`config.mk`:
```
export PLATFORM = sky130hd
export DESIGN_NAME = jack_sense_ctrl
export DESIGN_NICKNAME = d
export VERILOG_FILES = /design/src/rtl/jsc_pkg.sv /design/src/rtl/jsc_sync.sv /design/src/rtl/jsc_debounce.sv /design/src/rtl/jack_sense_ctrl.sv
export SDC_FILE = /design/constraint.sdc
export NUM_CORES = 1
export LEC_CHECK = 0
export CAP_MARGIN = 20
export CORE_MARGIN = 5
export CORE_UTILIZATION = 23
export DETAILED_ROUTE_END_ITERATION = 6
export DONT_BUFFER_PORTS = 1
export PLACE_DENSITY = 0.38
export SETUP_SLACK_MARGIN = 0.02
export SLEW_MARGIN = 10
export SYNTH_ARGS = -nofsm -noshare
export SYNTH_HDL_FRONTEND = slang
export SYNTH_SLANG_ARGS = --single-unit
export TNS_END_PERCENT = 30
```
`constraint.sdc`:
```
create_clock -name clk -period 3.2 [get_ports clk]
set_clock_uncertainty 0.05 [all_clocks]
set_input_delay 0.32 -clock clk [delete_from_list [all_inputs] [get_ports clk]]
set_output_delay 0.32 -clock clk [all_outputs]
set_load 0.01 [all_outputs]
```
`src/rtl/jsc_pkg.sv`:
```
`timescale 1ns/1ps
package jsc_pkg;

    localparam logic [1:0] ADDR_CTRL   = 2'd0;
    localparam logic [1:0] ADDR_ROUTE  = 2'd1;
    localparam logic [1:0] ADDR_STATUS = 2'd2;
    localparam logic [1:0] ADDR_FLAGS  = 2'd3;

    typedef struct packed {
        logic [1:0] btn_sel;
        logic [2:0] plug_sel;
        logic       en;
    } ctrl_t;

    typedef struct packed {
        logic btn_b;
        logic btn_a;
        logic plug_b;
        logic plug_a;
    } route_t;

    typedef struct packed {
        logic btn;
        logic plug;
    } flags_t;

    typedef struct packed {
        ctrl_t      ctrl;
        route_t     route;
        flags_t     flags;
        logic [1:0] kind;
    } state_t;

endpackage

```
`src/rtl/jsc_sync.sv`:
```
`timescale 1ns/1ps
module jsc_sync #(
    parameter int W      = 2,
    parameter int STAGES = 2
) (
    input  logic         clk,
    input  logic         rst_n,
    input  logic [W-1:0] din,
    output logic [W-1:0] dout
);
    logic [W-1:0] stage_q [STAGES];

    always_ff @(posedge clk or negedge rst_n) begin
        if (!rst_n) stage_q[0] <= '0;
        else        stage_q[0] <= din;
    end

    for (genvar g = 1; g < STAGES; g++) begin : g_stage
        always_ff @(posedge clk or negedge rst_n) begin
            if (!rst_n) stage_q[g] <= '0;
            else        stage_q[g] <= stage_q[g-1];
        end
    end

    assign dout = stage_q[STAGES-1];
endmodule

```
`src/rtl/jsc_debounce.sv`:
```
`timescale 1ns/1ps
module jsc_debounce #(
    parameter int CW = 10
) (
    input  logic          clk,
    input  logic          rst_n,
    input  logic          clr,
    input  logic          tick,
    input  logic          din,
    input  logic [CW-1:0] limit,
    output logic          stable,
    output logic          evt_rise,
    output logic          evt_fall
);
    logic          stable_d, stable_q;
    logic [CW-1:0] cnt_d, cnt_q;
    logic          expire;

    assign expire = !clr && tick && (din != stable_q) && (cnt_q >= limit - 1'b1);

    always_comb begin
        stable_d = stable_q;
        cnt_d    = cnt_q;
        if (clr) begin
            stable_d = 1'b0;
            cnt_d    = '0;
        end else if (din == stable_q) begin
            cnt_d = '0;
        end else if (tick) begin
            if (expire) begin
                stable_d = din;
                cnt_d    = '0;
            end else begin
                cnt_d = cnt_q + 1'b1;
            end
        end
    end

    always_ff @(posedge clk or negedge rst_n) begin
        if (!rst_n) begin
            stable_q <= 1'b0;
            cnt_q    <= '0;
        end else begin
            stable_q <= stable_d;
            cnt_q    <= cnt_d;
        end
    end

    assign stable   = stable_q;
    assign evt_rise = expire && din;
    assign evt_fall = expire && !din;

    AST_WINDOW_ELAPSED: assert property (@(posedge clk) disable iff (!rst_n)
        (!$stable(stable_q) && !$past(clr)) |-> ($past(tick) && ($past(cnt_q) >= $past(limit) - 1'b1)));
endmodule

```
`src/rtl/jack_sense_ctrl.sv`:
```
`timescale 1ns/1ps
module jack_sense_ctrl
    import jsc_pkg::*;
#(
    parameter int PLUG_BASE_MS = 32,
    parameter int PLUG_STEPS   = 5,
    parameter int BTN_BASE_MS  = 8,
    parameter int BTN_STEPS    = 3,
    parameter int SYNC_STAGES  = 2
) (
    input  logic       clk,
    input  logic       rst_n,
    input  logic       tick_ms,
    input  logic       plug_raw,
    input  logic       button_raw,
    input  logic [1:0] kind_code,
    input  logic       reg_wr,
    input  logic       reg_rd,
    input  logic [1:0] reg_addr,
    input  logic [7:0] reg_wdata,
    output logic [7:0] reg_rdata,
    output logic       irq_a,
    output logic       irq_b
);
    localparam int PLUG_MAX = PLUG_BASE_MS << (PLUG_STEPS - 1);
    localparam int CW       = $clog2(PLUG_MAX + 1);

    state_t st_d, st_q;

    logic [1:0]    sync_out;
    logic          plug_s, btn_s;
    logic          plug_stable, btn_stable;
    logic          plug_rise, plug_fall, btn_rise, btn_fall;
    logic [CW-1:0] plug_lim, btn_lim;
    logic          rd_flags;

    function automatic logic [CW-1:0] window(input int base, input int steps, input int sel);
        int sh;
        sh = (sel >= steps) ? steps - 1 : sel;
        return CW'(base) << sh;
    endfunction

    jsc_sync #(.W(2), .STAGES(SYNC_STAGES)) i_sync (
        .clk   (clk),
        .rst_n (rst_n),
        .din   ({button_raw, plug_raw}),
        .dout  (sync_out)
    );
    assign plug_s = sync_out[0];
    assign btn_s  = sync_out[1];

    assign plug_lim = window(PLUG_BASE_MS, PLUG_STEPS, int'(st_q.ctrl.plug_sel));
    assign btn_lim  = window(BTN_BASE_MS, BTN_STEPS, int'(st_q.ctrl.btn_sel));

    jsc_debounce #(.CW(CW)) i_plug_db (
        .clk      (clk),
        .rst_n    (rst_n),
        .clr      (!st_q.ctrl.en),
        .tick     (tick_ms),
        .din      (plug_s),
        .limit    (plug_lim),
        .stable   (plug_stable),
        .evt_rise (plug_rise),
        .evt_fall (plug_fall)
    );

    jsc_debounce #(.CW(CW)) i_btn_db (
        .clk      (clk),
        .rst_n    (rst_n),
        .clr      (!st_q.ctrl.en || !plug_stable),
        .tick     (tick_ms),
        .din      (btn_s),
        .limit    (btn_lim),
        .stable   (btn_stable),
        .evt_rise (btn_rise),
        .evt_fall (btn_fall)
    );

    assign rd_flags = reg_rd && (reg_addr == ADDR_FLAGS);

    always_comb begin
        st_d = st_q;
        if (reg_wr && reg_addr == ADDR_CTRL)  st_d.ctrl  = ctrl_t'(reg_wdata[5:0]);
        if (reg_wr && reg_addr == ADDR_ROUTE) st_d.route = route_t'(reg_wdata[3:0]);

        if (rd_flags)               st_d.flags      = '0;
        if (plug_rise || plug_fall) st_d.flags.plug = 1'b1;
        if (btn_rise)               st_d.flags.btn  = 1'b1;

        if (plug_rise)              st_d.kind = kind_code;
        if (plug_fall)              st_d.kind = 2'b00;

        if (!st_q.ctrl.en) begin
            st_d.flags = '0;
            st_d.kind  = 2'b00;
        end
    end

    always_ff @(posedge clk or negedge rst_n) begin
        if (!rst_n) st_q <= '0;
        else        st_q <= st_d;
    end

    always_comb begin
        unique case (reg_addr)
            ADDR_CTRL:   reg_rdata = {2'b00, st_q.ctrl};
            ADDR_ROUTE:  reg_rdata = {4'b0000, st_q.route};
            ADDR_STATUS: reg_rdata = {4'b0000, st_q.kind, btn_stable, plug_stable};
            default:     reg_rdata = {6'b000000, st_q.flags};
        endcase
    end

    assign irq_a = (st_q.flags.plug && st_q.route.plug_a) || (st_q.flags.btn && st_q.route.btn_a);
    assign irq_b = (st_q.flags.plug && st_q.route.plug_b) || (st_q.flags.btn && st_q.route.btn_b);

    AST_DISABLED_IDLE: assert property (@(posedge clk) disable iff (!rst_n)
        !st_q.ctrl.en |=> (!irq_a && !irq_b && st_q.flags == '0));
    AST_PLUG_EVENT_FLAGGED: assert property (@(posedge clk) disable iff (!rst_n)
        (plug_rise || plug_fall) |=> st_q.flags.plug);
    AST_FLAG_HELD: assert property (@(posedge clk) disable iff (!rst_n)
        (st_q.flags.btn && !rd_flags && st_q.ctrl.en) |=> st_q.flags.btn);
    AST_NO_BUTTON_UNPLUGGED: assert property (@(posedge clk) disable iff (!rst_n)
        !plug_stable |=> !btn_stable);
    AST_BUTTON_NEEDS_PLUG: assert property (@(posedge clk) disable iff (!rst_n)
        btn_rise |-> plug_stable);
endmodule

```
**Word level (Yosys, flattened, before mapping)**

Cells that the tools add are included.

- Output and inout bits: 10
- Flip-flop bits (word level): 40
- Word-level logic and storage cells: 96

- Reduce and logical (&&, ||, !) cells: 30
- Equal/unequal tests: 15
- Magnitude comparators: 4
- Shifts and indexed selects: 2
- Add/subtract/negate cells: 4
- Muxes and demuxes: 25

Operators by type and width:

| operator | number |
|---|---|
| $mux 10 | 8 |
| $add 10x1->10 const B | 2 |
| $ge 10x10->1 | 2 |
| $sub 10x1->10 const B | 2 |
| $pmux 6 s3 | 1 |
| $logic_and 1x1->1 | 16 |
| $mux 1 | 10 |
| $shl 4x2->10 const A | 1 |
| $shl 6x3->10 const A | 1 |
| $ne 3x1->1 const B | 3 |
| $mux 2 | 4 |
| $reduce_and 3->1 | 2 |
| $eq 2x2->1 const B | 2 |
| $logic_not 1->1 | 4 |
| $logic_or 1x1->1 | 4 |
| $mux 4 | 1 |
| $ne 2x1->1 const B | 2 |
| $ne 2x2->1 const B | 2 |
| $reduce_bool 2->1 | 2 |
| $ge 3x3->1 const B | 1 |
| $mux 3 | 1 |
| $ne 3x2->1 const B | 1 |
| $reduce_bool 3->1 | 1 |
| $eq 1x1->1 | 2 |
| other kinds (4) | 5 |

**Longest topological paths before layout**

- Depth after elaboration: 10
- Gate-level depth with buffers: 10
- Depth with buffers taken out: 10

**Cells and area by module**

Synthesis repeated with hierarchy kept, for this count alone.

- Cells, all modules: 335
- Area total of the unflattened synthesis: 3118.0 um^2

By module, submodules not included:

| module | cells an instance | area each (um^2) | times used |
|---|---|---|---|
| jsc_debounce | 132 | 1113.6 | 2 |
| jack_sense_ctrl | 65 | 775.7 | 1 |
| jsc_sync | 6 | 115.1 | 1 |

**Least setup slack after synthesis**

No wires, ideal clock.

- Path kind: register to register
- Start point: register st_q[9] (netlist name)
- End point: register i_plug_db.cnt_q[3]
- Slack: 0.692 ns
- Clock period less this slack: 2.508 ns
- Library setup time: 0.067 ns
- Arrival: 2.391 ns
- Path buffers: 0
- Cell stages (with the launch flop): 9
- Cell sequence: dfrtp_1 or3_1 ha_1 ha_1 a211oi_1 o31ai_4 nor3b_4 and3_1 a221o_1

- Longest elaborated chain between the ends: 10

Ends and longest elaborated chain:

| item | RTL line | RTL |
|---|---|---|
| from (decl) | jack_sense_ctrl.sv:28 | `state_t st_d, st_q;` |
| from (signal assigned) | jack_sense_ctrl.sv:101 | `else st_q <= st_d;` |
| $ge 3x3->1 | jack_sense_ctrl.sv:39 | `sh = (sel >= steps) ? steps - 1 : sel;` |
| $mux 3 (*) | jack_sense_ctrl.sv:39 |  |
| $shl 6x3->10 (*) | jack_sense_ctrl.sv:40 | `return CW'(base) << sh;` |
| $sub 10x1->10 (*) | jsc_debounce.sv:19 | `assign expire = !clr && tick && (din != stable_q) && (cnt_q >= limit - 1'b1);` |
| $ge 10x10->1 (*) | jsc_debounce.sv:19 |  |
| $logic_and 1x1->1 (*) | jsc_debounce.sv:19 |  |
| $mux 10 (*) | jsc_debounce.sv:30 | `if (expire) begin` |
| $mux 10 (*) | jsc_debounce.sv:29 | `end else if (tick) begin` |
| $mux 10 (*) | jsc_debounce.sv:27 | `end else if (din == stable_q) begin` |
| $mux 10 (*) | jsc_debounce.sv:24 | `if (clr) begin` |
| to (signal assigned) | jsc_debounce.sv:45 | `cnt_q <= cnt_d;` |
| to (decl) | jsc_debounce.sv:16 | `logic [CW-1:0] cnt_d, cnt_q;` |

Every way passes the cells marked *; elsewhere a longest branch is shown, timed or not. The select of a mux whose other input is x is not followed.
A chain may end at the register's enable or synchronous reset.

**Final worst setup path**

Ends and elaborated chain as after synthesis.

==> impl_metrics.py <==
metrics = {
    "detailed_routing": {
        "wire_per_inst_um": 14.01,
        "vias": 1589,
        "route.detailed.drc": 0,
        "first_pass_iters": 4,
        "wirelength_mm": 4.975,
        "ant_nets": 0,
        "viasPerCell": 4.476,
        "first_iter_violations": 68,
    },
    "timing": {
        "post-route-period-util": 0.8663,
        "rsz0062_at_grt": "false",
        "hold_viol_final": 0,
        "setup_viol": 0,
        "worstMarginPinSlew_ns": 0.6690,
        "tns_ns": 0,
        "relSlewSlack": 0.5516,
        "period_minus_slack_ns": 2.772,
        "fmax_mhz": 360.7,
        "final_max_slew_viol_count": 0,
    },
    "cts": {
        "clkSlewWorstSetupHoldPaths_ns": 0.08,
        "cts_tree": "done",
        "cts_max_level": 2,
        "cts.sinks": 40,
        "clock_path_buffers": 2,
        "clk_latency_ns": 0.29,
        "post_cts_buffers": 0,
        "cts_root_buffer": "clkbuf_8",
        "numCtsBuffers": 5,
    },
    "setup_path": {
        "worstPathArrival_ns": 2.95,
        "crit_required_ns": 3.38,
        "cp_cell_sequence": "or3_1 -> ha_1 -> ha_1 -> a211oi_1 -> o31ai_4 -> nor3b_4 -> and3_1 -> a221o_1",
        "crit_path_end_kind": "flip-flop",
        "path_common_cell": "ha_1",
        "crit_path_max_incr_delay_ns": 0.42,
        "reg2reg_setup_slack_ns": 0.43,
        "cp-start-kind": "flip-flop",
        "cp_max_fo": 10,
        "worstSetupPathType": "reg2reg",
        "critical-path-slowest-cell": "dfrtp_1",
    },
    "synthesis": {
        "yosys.area.top_type_share": 0.4592,
        "yosys.area.top_type": "dfrtp_1",
        "async_flop_share": 1.000,
        "synth_edf_count": 0,
        "synthTopCellsByArea": "dfrtp_1, ha_1, nand2_1",
        "syn_area_um2": 2180,
        "ys_seq_elements": 40,
        "synth_cell_types": 44,
        "yosys_warnings": 0,
        "synth-seq-area-share": 0.4592,
        "synth_ff_type": "dfrtp_1",
        "post_synth.cell_area_avg_um2": 9.907,
        "syn_inst": 220,
    },
    "place": {
        "hpwlAfterDp_mm": 3.678,
        "placed_cell_area_um2": 2312,
        "finalWeightedCongestion": 0.7026,
        "io_buffers": 0,
    },
    "global_route": {
        "grt-ovfl-total": 0,
        "antenna_found_initial": 0,
        "grt_usage": 0.09306,
        "grt_max_degree": 41,
        "grt_pass1_vias": 1585,
        "grt_pass1_wl_mm": 8.355,
    },
    "die": {
        "num_rows": 35,
        "fp.coreArea_um2": 9240,
        "ios": 29,
        "initial_core_util": 0.2359,
        "die_area_um2": 11520,
        "die_h_um": 107.3,
        "die_x_um": 107.3,
    },
    "power_and_ir_drop": {
        "p_leak_nw": 0.9957,
        "p_total_mw": 1.009,
        "power_density_nw_per_um2": 412.1,
        "ir_drop_mv": 0.1286,
    },
    "cells_and_area": {
        "fin_nets": 256,
        "diodes": 0,
        "design_area_um2": 2447,
        "drive_gt1_frac": 0.1106,
        "syn2layout_area_growth_pct": 12.28,
    },
    "worst_hold_path": {
        "hold_path_class": "in2reg",
    },
    "flow_run": {
        "drv_cap": 0,
    },
    "outcome": {
        "run_status": "complete, no violations",
    },
}
cell type report:
| type | count | area, um^2 |
|---|---|---|
| Fill cell | 992 | 6793 |
| Multi-Input combinational cell | 168 | 1124 |
| Sequential cell | 40 | 1001 |
| Tap cell | 129 | 161.4 |
| Clock buffer | 6 | 72.57 |
| Timing Repair Buffer | 4 | 57.56 |
| Inverter | 7 | 26.28 |
| Clock inverter | 1 | 5.005 |
routing by layer:
layer | track usage | up-vias | part of all wire
met2 | 0.1273 | 28 | 0.41
met5 | 0 | - | 0
met4 | 0.03156 | 0 | 0.014
met3 | 0.02879 | 8 | 0.055
met1 | 0.1369 | 765 | 0.52
li1 | - | 788 | -
final timing paths:
path,startpoint,endpoint,cells past startpoint
max,st_q[9],i_plug_db.cnt_q[3],8
max reg2reg,st_q[9],i_plug_db.cnt_q[3],8
min,reg_wdata[3],st_q[11],2
max in group asynchronous,rst_n,i_btn_db.cnt_q[3],2
min reg2reg,i_sync.stage_q[3],i_sync.dout[1],0
min in group asynchronous,rst_n,i_sync.stage_q[2],2
logic make-up (layout without fill, tap and decap cells):
group / after synthesis / count (layout) / share of synthesized area
multiplexers: 11 / 11 / 0.06602
adder cells (fa/ha/maj): 11 / 11 / 0.06314
flip-flops: 40 / 40 / 0.4592
XOR/XNOR: 10 / 10 / 0.04019
buffers and inverters: 14 / 18 / 0.02870
other: 2 / 4 / 0.003446
AO/OA/AOI/OAI: 34 / 34 / 0.1091
AND/OR/NAND/NOR: 98 / 98 / 0.2302
cells in the mapped netlist, types with 3 or more instances:
cell       n
nand4_1    3
and3_1     3
o311ai_0   3
a21oi_1    4
mux2_2     7
nor2_1    20
nand2_1   30
a31oi_1    3
inv_1      7
xnor2_1    7
nor3_1     7
and2_1     3
o21ai_0   12
xor2_1     3
ha_1      11
nand3_1   17
clkbuf_1   3
dfrtp_1   40
power by group:
| group | switching [mW] | internal, mW |
|---|---|---|
| Combinational | 0.0722 | 0.0552 |
| Clock | 0.173 | 0.149 |
| Sequential | 0.0272 | 0.532 |
per-stage QoR:
step	setup WS (ns)	std cells	hold slack (ns)	utilization
floorplan	0.6924	222	-0.02559	-
global placement	0.4369	344	-0.02248	0.2502
detailed placement	0.4109	344	-0.02200	0.2502
CTS	0.3888	355	0.08804	0.2649
global route	0.1853	355	0.08338	0.2649
finish	0.4277	355	0.1037	0.2649
registers in the layout, summed over array words and instances, names as in the netlist:
register and count:
i_sync.dout 2, i_sync.stage_q 2, i_plug_db.cnt_q 10, i_btn_db.stable 1, i_plug_db.stable 1, st_q 14, i_btn_db.cnt_q 10
timing repair:
action,4_1_cts,5_1_grt
gates resized for setup,0,0
hold endpoints to repair,42,0
hold buffers,4,0
worst max-delay path: cells and delay by family (launching register included):
family | cells | cell delay (ns)
AO/OA/AOI/OAI | 3 | 0.60
AND/OR/NAND/NOR | 3 | 1.05
adder cells (fa/ha/maj) | 2 | 0.58
flip-flops | 1 | 0.42
cell usage in the layout, fill, tap and decap left out, types with 5 or more instances in the layout:
cell type / instances
nand2_1: 30
clkbuf_8: 5
inv_1: 7
nor2_1: 20
nor3_1: 7
ha_1: 11
o21ai_0: 12
xnor2_1: 7
dfrtp_1: 40
nand3_1: 17
mux2_2: 7
(Power assumes the default switching activity.)
